===== src/rtl/crt_drive_pkg.sv =====
package crt_drive_pkg;

   typedef struct packed {
      logic hdrive;
      logic vdrive;
      logic active;
      logic window;
   } scan_flags_t;

   localparam int unsigned CELL_PIX = 8;

   typedef logic [CELL_PIX-1:0] cell_bits_t;

   localparam scan_flags_t FLAGS_IDLE = '{hdrive: 1'b0, vdrive: 1'b1,
                                          active: 1'b0, window: 1'b0};

   function automatic int unsigned width_of(input int unsigned span);
      return (span <= 1) ? 1 : $clog2(span);
   endfunction

endpackage


===== src/rtl/crt_scan_counter.sv =====
module crt_scan_counter #(
   parameter int unsigned H_TOTAL = 64,
   parameter int unsigned V_TOTAL = 260,
   parameter int unsigned HW      = 6,
   parameter int unsigned VW      = 9
) (
   input  logic          clk,
   input  logic          rst_n,
   input  logic          tick_i,
   output logic [HW-1:0] hcnt_o,
   output logic [VW-1:0] vcnt_o
);

   localparam logic [HW-1:0] H_LAST = HW'(H_TOTAL - 1);
   localparam logic [VW-1:0] V_LAST = VW'(V_TOTAL - 1);

   logic h_wrap;
   logic v_wrap;

   assign h_wrap = (hcnt_o == H_LAST);
   assign v_wrap = (vcnt_o == V_LAST);

   always_ff @(posedge clk) begin
      if (!rst_n) begin
         hcnt_o <= '0;
         vcnt_o <= '0;
      end else if (tick_i) begin
         if (h_wrap) begin
            hcnt_o <= '0;
            vcnt_o <= v_wrap ? '0 : vcnt_o + 1'b1;
         end else begin
            hcnt_o <= hcnt_o + 1'b1;
         end
      end
   end

endmodule


===== src/rtl/crt_region_decode.sv =====
module crt_region_decode
   import crt_drive_pkg::*;
#(
   parameter int unsigned H_PULSE_START = 5,
   parameter int unsigned H_PULSE_LEN   = 24,
   parameter int unsigned VID_DELAY     = 18,
   parameter int unsigned COLS          = 40,
   parameter int unsigned V_RETRACE     = 20,
   parameter int unsigned V_TOP         = 20,
   parameter int unsigned ROWS          = 200,
   parameter int unsigned HW            = 6,
   parameter int unsigned VW            = 9,
   parameter int unsigned CW            = 6,
   parameter int unsigned RW            = 8
) (
   input  logic [HW-1:0] hcnt_i,
   input  logic [VW-1:0] vcnt_i,
   output scan_flags_t   flags_o,
   output logic [CW-1:0] col_o,
   output logic [RW-1:0] row_o
);

   localparam int unsigned WIN_START = H_PULSE_START + VID_DELAY;
   localparam int unsigned ACT_START = V_RETRACE + V_TOP;

   localparam logic [HW-1:0] HD_FIRST  = HW'(H_PULSE_START);
   localparam logic [HW-1:0] HD_LAST   = HW'(H_PULSE_START + H_PULSE_LEN - 1);
   localparam logic [HW-1:0] WIN_FIRST = HW'(WIN_START);
   localparam logic [HW-1:0] WIN_LAST  = HW'(WIN_START + COLS - 1);
   localparam logic [VW-1:0] RET_LAST  = VW'(V_RETRACE - 1);
   localparam logic [VW-1:0] ACT_FIRST = VW'(ACT_START);
   localparam logic [VW-1:0] ACT_LAST  = VW'(ACT_START + ROWS - 1);

   logic in_hd;
   logic in_ret;
   logic in_act;
   logic in_win;

   always_comb begin
      in_hd  = (hcnt_i >= HD_FIRST) && (hcnt_i <= HD_LAST);
      in_ret = (vcnt_i <= RET_LAST);
      in_act = (vcnt_i >= ACT_FIRST) && (vcnt_i <= ACT_LAST);
      in_win = in_act && (hcnt_i >= WIN_FIRST) && (hcnt_i <= WIN_LAST);

      flags_o.hdrive = in_hd;
      flags_o.vdrive = ~in_ret;
      flags_o.active = in_act;
      flags_o.window = in_win;

      col_o = in_win ? CW'(hcnt_i - WIN_FIRST) : '0;
      row_o = in_act ? RW'(vcnt_i - ACT_FIRST) : '0;
   end

endmodule


===== src/rtl/crt_cell_pattern.sv =====
module crt_cell_pattern
   import crt_drive_pkg::*;
#(
   parameter int unsigned COLS        = 40,
   parameter int unsigned ROWS        = 200,
   parameter int unsigned BAR_PITCH   = 4,
   parameter cell_bits_t  BORDER_BITS = 8'hFF,
   parameter cell_bits_t  BAR_BITS    = 8'hF0,
   parameter int unsigned CW          = 6,
   parameter int unsigned RW          = 8
) (
   input  logic          window_i,
   input  logic [CW-1:0] col_i,
   input  logic [RW-1:0] row_i,
   output cell_bits_t    bits_o
);

   localparam logic [CW-1:0] COL_LAST = CW'(COLS - 1);
   localparam logic [RW-1:0] ROW_LAST = RW'(ROWS - 1);

   logic on_bar;
   logic on_border;

   generate
      if (BAR_PITCH == 1) begin : g_bar_every
         assign on_bar = 1'b1;
      end else if ((BAR_PITCH & (BAR_PITCH - 1)) == 0) begin : g_bar_mask
         localparam int unsigned MW = $clog2(BAR_PITCH);
         assign on_bar = (col_i[MW-1:0] == '0);
      end else begin : g_bar_mod
         assign on_bar = ((32'(col_i) % BAR_PITCH) == 0);
      end
   endgenerate

   assign on_border = (col_i == '0) || (col_i == COL_LAST) ||
                      (row_i == '0) || (row_i == ROW_LAST);

   always_comb begin
      if (!window_i)      bits_o = '0;
      else if (on_border) bits_o = BORDER_BITS;
      else if (on_bar)    bits_o = BAR_BITS;
      else                bits_o = '0;
   end

endmodule


===== src/rtl/crt_pixel_serializer.sv =====
module crt_pixel_serializer
   import crt_drive_pkg::*;
#(
   parameter int unsigned CLKS_PER_PIX = 25
) (
   input  logic       clk,
   input  logic       rst_n,
   input  logic       tick_i,
   input  cell_bits_t load_i,
   output logic       pix_o
);

   logic       shift_en;
   cell_bits_t sh_q;

   generate
      if (CLKS_PER_PIX == 1) begin : g_pix_every_clk
         assign shift_en = 1'b1;
      end else begin : g_pix_divider
         localparam int unsigned DW = width_of(CLKS_PER_PIX);
         localparam logic [DW-1:0] DIV_LAST = DW'(CLKS_PER_PIX - 1);
         logic [DW-1:0] div_q;
         always_ff @(posedge clk) begin
            if (!rst_n || tick_i)       div_q <= '0;
            else if (div_q == DIV_LAST) div_q <= '0;
            else                        div_q <= div_q + 1'b1;
         end
         assign shift_en = (div_q == DIV_LAST);
      end
   endgenerate

   always_ff @(posedge clk) begin
      if (!rst_n)        sh_q <= '0;
      else if (tick_i)   sh_q <= load_i;
      else if (shift_en) sh_q <= {sh_q[CELL_PIX-2:0], 1'b0};
   end

   assign pix_o = sh_q[CELL_PIX-1];

endmodule


===== src/rtl/crt_drive_gen.sv =====
module crt_drive_gen
   import crt_drive_pkg::*;
#(
   parameter int unsigned H_TOTAL       = 64,
   parameter int unsigned H_PULSE_START = 5,
   parameter int unsigned H_PULSE_LEN   = 24,
   parameter int unsigned VID_DELAY     = 18,
   parameter int unsigned COLS          = 40,
   parameter int unsigned V_RETRACE     = 20,
   parameter int unsigned V_TOP         = 20,
   parameter int unsigned ROWS          = 200,
   parameter int unsigned V_BOTTOM      = 20,
   parameter int unsigned BAR_PITCH     = 4,
   parameter int unsigned CLKS_PER_PIX  = 25
) (
   input  logic                              clk,
   input  logic                              rst_n,
   input  logic                              tick_i,
   output logic                              hdrive_o,
   output logic                              vdrive_o,
   output logic                              video_o,
   output logic                              active_o,
   output logic [crt_drive_pkg::width_of(COLS)-1:0] col_o,
   output logic [crt_drive_pkg::width_of(ROWS)-1:0] row_o
);

   localparam int unsigned V_TOTAL = V_RETRACE + V_TOP + ROWS + V_BOTTOM;
   localparam int unsigned HW      = width_of(H_TOTAL);
   localparam int unsigned VW      = width_of(V_TOTAL);
   localparam int unsigned COL_W   = width_of(COLS);
   localparam int unsigned ROW_W   = width_of(ROWS);

   generate
      if (H_PULSE_START + VID_DELAY + COLS > H_TOTAL) begin : g_bad_hwin
         $error("video window runs past the end of the line");
      end
      if (H_PULSE_START + H_PULSE_LEN > H_TOTAL) begin : g_bad_hpulse
         $error("horizontal drive pulse runs past the end of the line");
      end
      if (V_RETRACE == 0 || ROWS == 0 || COLS == 0) begin : g_bad_zero
         $error("retrace, row and column counts must be non-zero");
      end
      if (CLKS_PER_PIX == 0) begin : g_bad_pix
         $error("pixel divider must be at least one");
      end
   endgenerate

   logic [HW-1:0]    hcnt;
   logic [VW-1:0]    vcnt;
   scan_flags_t      flags_d;
   scan_flags_t      flags_q;
   logic [COL_W-1:0] col_d;
   logic [ROW_W-1:0] row_d;
   cell_bits_t       cell_bits;
   logic             pix;

   crt_scan_counter #(
      .H_TOTAL(H_TOTAL), .V_TOTAL(V_TOTAL), .HW(HW), .VW(VW)
   ) u_scan (
      .clk(clk), .rst_n(rst_n), .tick_i(tick_i),
      .hcnt_o(hcnt), .vcnt_o(vcnt)
   );

   crt_region_decode #(
      .H_PULSE_START(H_PULSE_START), .H_PULSE_LEN(H_PULSE_LEN),
      .VID_DELAY(VID_DELAY), .COLS(COLS), .V_RETRACE(V_RETRACE),
      .V_TOP(V_TOP), .ROWS(ROWS), .HW(HW), .VW(VW),
      .CW(COL_W), .RW(ROW_W)
   ) u_decode (
      .hcnt_i(hcnt), .vcnt_i(vcnt),
      .flags_o(flags_d), .col_o(col_d), .row_o(row_d)
   );

   crt_cell_pattern #(
      .COLS(COLS), .ROWS(ROWS), .BAR_PITCH(BAR_PITCH),
      .BORDER_BITS(8'hFF), .BAR_BITS(8'hF0), .CW(COL_W), .RW(ROW_W)
   ) u_pattern (
      .window_i(flags_d.window), .col_i(col_d), .row_i(row_d),
      .bits_o(cell_bits)
   );

   crt_pixel_serializer #(
      .CLKS_PER_PIX(CLKS_PER_PIX)
   ) u_serial (
      .clk(clk), .rst_n(rst_n), .tick_i(tick_i),
      .load_i(cell_bits), .pix_o(pix)
   );

   always_ff @(posedge clk) begin
      if (!rst_n) begin
         flags_q <= FLAGS_IDLE;
         col_o   <= '0;
         row_o   <= '0;
      end else if (tick_i) begin
         flags_q <= flags_d;
         col_o   <= col_d;
         row_o   <= row_d;
      end
   end

   assign hdrive_o = flags_q.hdrive;
   assign vdrive_o = flags_q.vdrive;
   assign active_o = flags_q.active;
   assign video_o  = pix & flags_q.window;

endmodule


===== config.mk =====
export PLATFORM = sky130hd
export DESIGN_NAME = crt_drive_gen
export DESIGN_NICKNAME = d
export VERILOG_FILES = /design/src/rtl/crt_drive_pkg.sv /design/src/rtl/crt_scan_counter.sv /design/src/rtl/crt_region_decode.sv /design/src/rtl/crt_cell_pattern.sv /design/src/rtl/crt_pixel_serializer.sv /design/src/rtl/crt_drive_gen.sv
export SDC_FILE = /design/constraint.sdc
export NUM_CORES = 1
export LEC_CHECK = 0
export BUFFER_PORTS_ARGS = -buffer_cell sky130_fd_sc_hd__buf_4
export CAP_MARGIN = 5
export CORE_ASPECT_RATIO = 2
export CORE_MARGIN = 5
export CORE_UTILIZATION = 40
export CTS_BUF_LIST = sky130_fd_sc_hd__clkbuf_16
export CTS_CLUSTER_DIAMETER = 30
export DETAILED_ROUTE_END_ITERATION = 12
export HOLD_SLACK_MARGIN = 0.02
export SLEW_MARGIN = 20
export SYNTH_ARGS = -nofsm -noshare
export SYNTH_HDL_FRONTEND = slang
export SYNTH_SLANG_ARGS = --single-unit

===== constraint.sdc =====
create_clock -name clk -period 2.65 [get_ports clk]
set_clock_uncertainty 0.15 [all_clocks]
set_input_delay 0.53 -clock clk [delete_from_list [all_inputs] [get_ports clk]]
set_output_delay 0.53 -clock clk [all_outputs]
set_load 0.03 [all_outputs]

==> flow_summary.toml, run 1 <==
[final_layout]
n_fill_cell = 625
layout.area.seq_um2 = 921
drive_above_1_share = 0.173
final_cell_mix = "46 x dfxtp_1, 28 x buf_4, 19 x nand3_1"
design_area_um2 = 2840
final_common_cell = "dfxtp_1"
utilization = 0.457
area_growth_pct = 12.5
num_antenna_cells = 0
final_nets = 310
final_cells = 381
multi_input_area_um2 = 1410

[logic_synthesis]
yosys_warnings = 0
ys_types = 58
avgSynthCellArea_um2 = 9.07
ys_ff_latch = 46
async_reset_ff_frac = 0
syn_nets = 293
synthCells = 278
synth_area_leaders = "dfxtp_1 37%, ha_1 6.0%, nand3_1 3.8%"
yosysSeqAreaShare = 0.365
synth_edf_count = 0
netlist.area_leader.share = 0.365
synthFlopType = "dfxtp_1"
synth_area_leader_cell = "dfxtp_1"
mappedNetlistArea_um2 = 2520

[cts]
htree_levels = 2
clk_pin_slew_worst_paths_ns = 0.06
clockBufferDepth = 2
cts_buffers = 5
cts-resized-gates = 0
cts_hold_buf = 0
clk_latency_ns = 0.29
cts_setup_buffers = 0
cts_tree = "done"
clock_sinks = 46
ctsRootBufferMaster = "clkbuf_16"

[place]
dp.cells = 374
dp_hpwl_um = 3690
place.gp.congestion = 0.807
numPortBuffers = 20
dpl_cell_area_um2 = 2710

[worst_setup_path]
cp.arrival_ns = 2.47
cp_max_fo = 7
critPathKind = "flip-flop to flip-flop"
start_kind = "flip-flop"
end_kind = "flip-flop"
cp_data_required_time_ns = 2.73

[global_route]
grt_max_degree = 43
antenna_found_initial = 0
grt_pass1_wl_um = 8830
grt_pass1_vias = 1883
gr-total-overflow = 0
grt.total_usage = 0.139

[flow_run]
cap_viol_max_count = 0

[route]
wl_met3_um = 129
num_vias = 2012
wl_met2_um = 2540
wire_per_inst_um = 13.7
viasPerCell = 5.28
met1Wirelength_um = 2390
first_pass_iters = 4
wl_um = 5230
drt_iter0_markers = 84
highest_layer = "met4"
drc = 0
ant_nets = 0

[floorplanning]
rows = 41
initial_core_util = 0.406
die_w_um = 66.2
die_y_um = 122
dieArea_um2 = 8090
ios = 21
core_area_um2 = 6210

[sta]
worst_slew_pin_slew_ns = 0.444
setup_viol = 0
hold_viol = 0
rsz0062_at_grt = "no"
finalMaxSlewViolations = 0
post-route-period-util = 0.904
setup_tns_ns = 0
fmax_ghz = 0.417
maxSlewHeadroom = 0.704
fin_crit_ns = 2.40

[pwr]
pwr_density_cell_nw_per_um2 = 481
ir_drop_v = 0.000245
cellLeakagePower_uw = 0.00110

[run_status]
status = "finished, final reports clean"

[min_path]
worstHoldPathType = "flip-flop to flip-flop"
## sequential cells by signal, indices dropped and copies added (netlist names)
signal                        count
vdrive_o                          1
u_serial.g_pix_divider.div_q      5
flags_q                           1
u_serial.sh_q                     8
active_o                          1
u_scan.vcnt_o                     9
hdrive_o                          1
u_scan.hcnt_o                     6
row_o                             8
col_o                             6
## synth_stat cells (all sizes together) (2+ instances only)
library cell,number
o22ai,2
a22o,5
and2,11
xor2,9
buf,8
nand3,19
a41oi,2
nor2b,14
nand4b,2
mux2i,2
o21ai,11
a21oi,6
nand4,6
or3,3
and4,2
a21o,2
o221a,4
o2111ai,3
inv,13
clkbuf,9
nor2,17
a21boi,4
dfxtp,46
and3,6
a22oi,2
ha,12
nor3,5
xnor2,10
nand2,14
nand3b,2
and2b,3
a31oi,9
o31ai,2
## where the power goes
group	switching, µW	internal [µW]
registers	8.04	699
clock network	243	337
logic	48.5	29.0
## stage by stage
| step | power (µW) | hold WS (ns) | setup WS, ns |
|---|---|---|---|
| 3_5_place_dp | 801 | 0.307 | 0.265 |
| 2_1_floorplan | 779 | 0.280 | 0.439 |
| 5_1_grt | 1420 | 0.339 | 0.0680 |
| 6_report | 1360 | 0.312 | 0.253 |
| 4_1_cts | 1390 | 0.321 | 0.252 |
| 3_3_place_gp | 798 | 0.294 | 0.330 |
## kinds of logic after synthesis
kind of cell / Yosys count / synth area share
buffers and inverters: 32 / 0.0744
adder cells (fa/ha/maj): 12 / 0.0595
AO/OA/AOI/OAI: 59 / 0.178
XOR/XNOR: 19 / 0.0660
multiplexers: 2 / 0.00794
flip-flops: 46 / 0.365
AND/OR/NAND/NOR: 108 / 0.249
## worst paths after layout
check / from / to / depth (start not counted) / slack, ns
worst max register to register: u_scan.hcnt_o[0]$_SDFFE_PN0P_ / u_serial.sh_q[5]$_SDFFE_PN0P_ / 7 / 0.25
worst min-delay path: u_serial.g_pix_divider.div_q[0]$_SDFF_PP0_ / u_serial.g_pix_divider.div_q[0]$_SDFF_PP0_ / 1 / 0.31
worst max-delay path: u_scan.hcnt_o[0]$_SDFFE_PN0P_ / u_serial.sh_q[5]$_SDFFE_PN0P_ / 7 / 0.25
worst min register to register: u_serial.g_pix_divider.div_q[0]$_SDFF_PP0_ / u_serial.g_pix_divider.div_q[0]$_SDFF_PP0_ / 1 / 0.31
## critical path: stages, from the launching register on
cell and delay (ns):
dfxtp_1 0.46, inv_1 0.19, ha_1 0.40, nand2_1 0.07, or4b_4 0.51, a31oi_2 0.16, o32a_2 0.22, o221a_1 0.18
## area by class of cell
class                      instances  share of cell area
inverter                          14              0.0185
clock buffer                       5              0.0441
sequential                        46               0.325
multi-input combinational        200               0.498
timing repair buffer              28              0.0741
tap                               86              0.0379
clock inverter                     2             0.00265
## per-layer routing
layer	up-vias	track usage
met1	954	0.171
met4	0	0.0751
met3	11	0.0220
met2	29	0.228
li1	1018	-
met5	-	0
(Power assumes the default switching activity.)
==> inputs of run 2 (changes only) <==
Settings changed: CORE_ASPECT_RATIO 2 to 0.6, MAX_ROUTING_LAYER from default to met4.
==> flow_summary.toml, run 2 (synthesis gave the netlist of run 1 again) <==
[min_path]
min_from = "u_serial.sh_q[0]$_SDFFE_PN0P_"
worstHoldPathType = "flip-flop to flip-flop"

[pwr]
cellLeakagePower_uw = 0.00110
ir_drop_v = 0.000249
pwr_density_cell_nw_per_um2 = 498

[cts]
cts-resized-gates = 0
cts_buffers = 5
cts_hold_buf = 0
htree_levels = 2
ctsRootBufferMaster = "clkbuf_16"
clock_sinks = 46
clk_latency_ns = 0.30
clk_pin_slew_worst_paths_ns = 0.06
clockBufferDepth = 2
cts_setup_buffers = 0
cts_tree = "done"

[final_layout]
final_common_cell = "dfxtp_1"
largest_reg_flops = 9
area_growth_pct = 13.4
largest-register = "u_scan.vcnt_o"
final_nets = 311
n_fill_cell = 625
num_antenna_cells = 0
utilization = 0.468
drive_above_1_share = 0.185
top_regs = "u_scan.vcnt_o x9, row_o x8, u_serial.sh_q x8"
final_cell_mix = "46 x dfxtp_1, 29 x buf_4, 19 x nand3_1"

[place]
numPortBuffers = 20
dp_hpwl_um = 3880
place.gp.congestion = 0.852

[worst_setup_path]
path_cells = "inv_1, ha_1, nor2b_1, o21ai_0, nand3b_1, o22ai_1, o32a_2, o221a_1"
critPathKind = "flip-flop to flip-flop"
rr_startpoint = "u_scan.vcnt_o[3]$_SDFFE_PN0P_"
cp_max_fo = 10
critPathSlowestCell = "dfxtp_1"
cp_data_required_time_ns = 2.69
start_kind = "flip-flop"
worstSetupStartpoint = "u_scan.vcnt_o[3]$_SDFFE_PN0P_"
cp.arrival_ns = 2.44
end_kind = "flip-flop"
cpPeakStageDelay_ns = 0.51

[floorplanning]
ios = 21
core_area_um2 = 6110
die_w_um = 113
die_y_um = 71.5
initial_core_util = 0.413
rows = 22
dieArea_um2 = 8050

[global_route]
grt_max_degree = 43
grt.total_usage = 0.152
grt_pass1_vias = 1933
antenna_found_initial = 0
gr-total-overflow = 0
grt_pass1_wl_um = 9590

[sta]
rsz0062_at_grt = "no"
setup_tns_ns = 0
hold_ws_ns = 0.316
setup_viol = 0
fin_crit_ns = 2.40
hold_viol = 0
finalMaxSlewViolations = 0
post-route-period-util = 0.907
fmax_ghz = 0.416
worst_slew_pin_slew_ns = 0.462
maxSlewHeadroom = 0.691

[route]
ant_nets = 0
wire_per_inst_um = 14.4
first_pass_iters = 4
drc = 0
wl_um = 5480
drt_iter0_markers = 79
num_vias = 1993
viasPerCell = 5.23

[flow_run]
cap_viol_max_count = 0

[run_status]
status = "finished, final reports clean"
## run 2: cell types whose count changed in the layout (fill, tap and decap cells not counted)
cell	change
inv_6	+1
buf_4	+1
clkinvlp_4	+1
inv_1	-2
clkinv_4	+1
## run 2: final cells by class
type | instances | area (µm²) | area share
clock buffer | 5 | 125 | 0.0437
clock inverter | 3 | 25.0 | 0.00875
inverter | 14 | 52.6 | 0.0184
multi-input combinational | 200 | 1410 | 0.494
sequential | 46 | 921 | 0.322
tap | 84 | 105 | 0.0367
timing repair buffer | 29 | 218 | 0.0761
## run 2: worst paths after layout
kind / end / slack, ns / cells after the start
max: u_serial.sh_q[6]$_SDFFE_PN0P_ / 0.25 / 8
min: u_serial.sh_q[0]$_SDFFE_PN0P_ / 0.32 / 2
max reg2reg: u_serial.sh_q[6]$_SDFFE_PN0P_ / 0.25 / 8
min reg2reg: u_serial.sh_q[0]$_SDFFE_PN0P_ / 0.32 / 2
## run 2: stage by stage
| stage | cells | total power, µW | cell area (µm²) | setup WS, ns |
|---|---|---|---|---|
| detailed placement | 373 | 802 | 2710 | 0.282 |
| global route | 381 | 1500 | 2860 | 0.0531 |
| global placement | 373 | 802 | 2710 | 0.328 |
| finish | 381 | 1420 | 2860 | 0.247 |
| floorplan | 278 | 779 | 2520 | 0.439 |
| CTS | 381 | 1440 | 2860 | 0.265 |
## run 2: worst max-delay path, delay by kind of cell, from the launching register on
kind,cells,cell delay (ns)
fa+ha+maj,1,0.28
simple gates,2,0.28
flops,1,0.51
compound gates,4,0.90
buf+inv,1,0.18
## run 2: layer usage
layer	up-vias	GRT usage	part of all wire
met4	0	0.0360	0.0073
met5	-	-	0
met1	929	0.221	0.56
met2	32	0.200	0.38
li1	1027	-	-
met3	5	0.0498	0.049
## run 2: report_power, final
group	internal [µW]	switching, µW	leakage (µW)
clock network	354	283	0.0000704
registers	699	7.93	0.000372
logic	29.4	49.7	0.000659
total	1080	341	0.00110
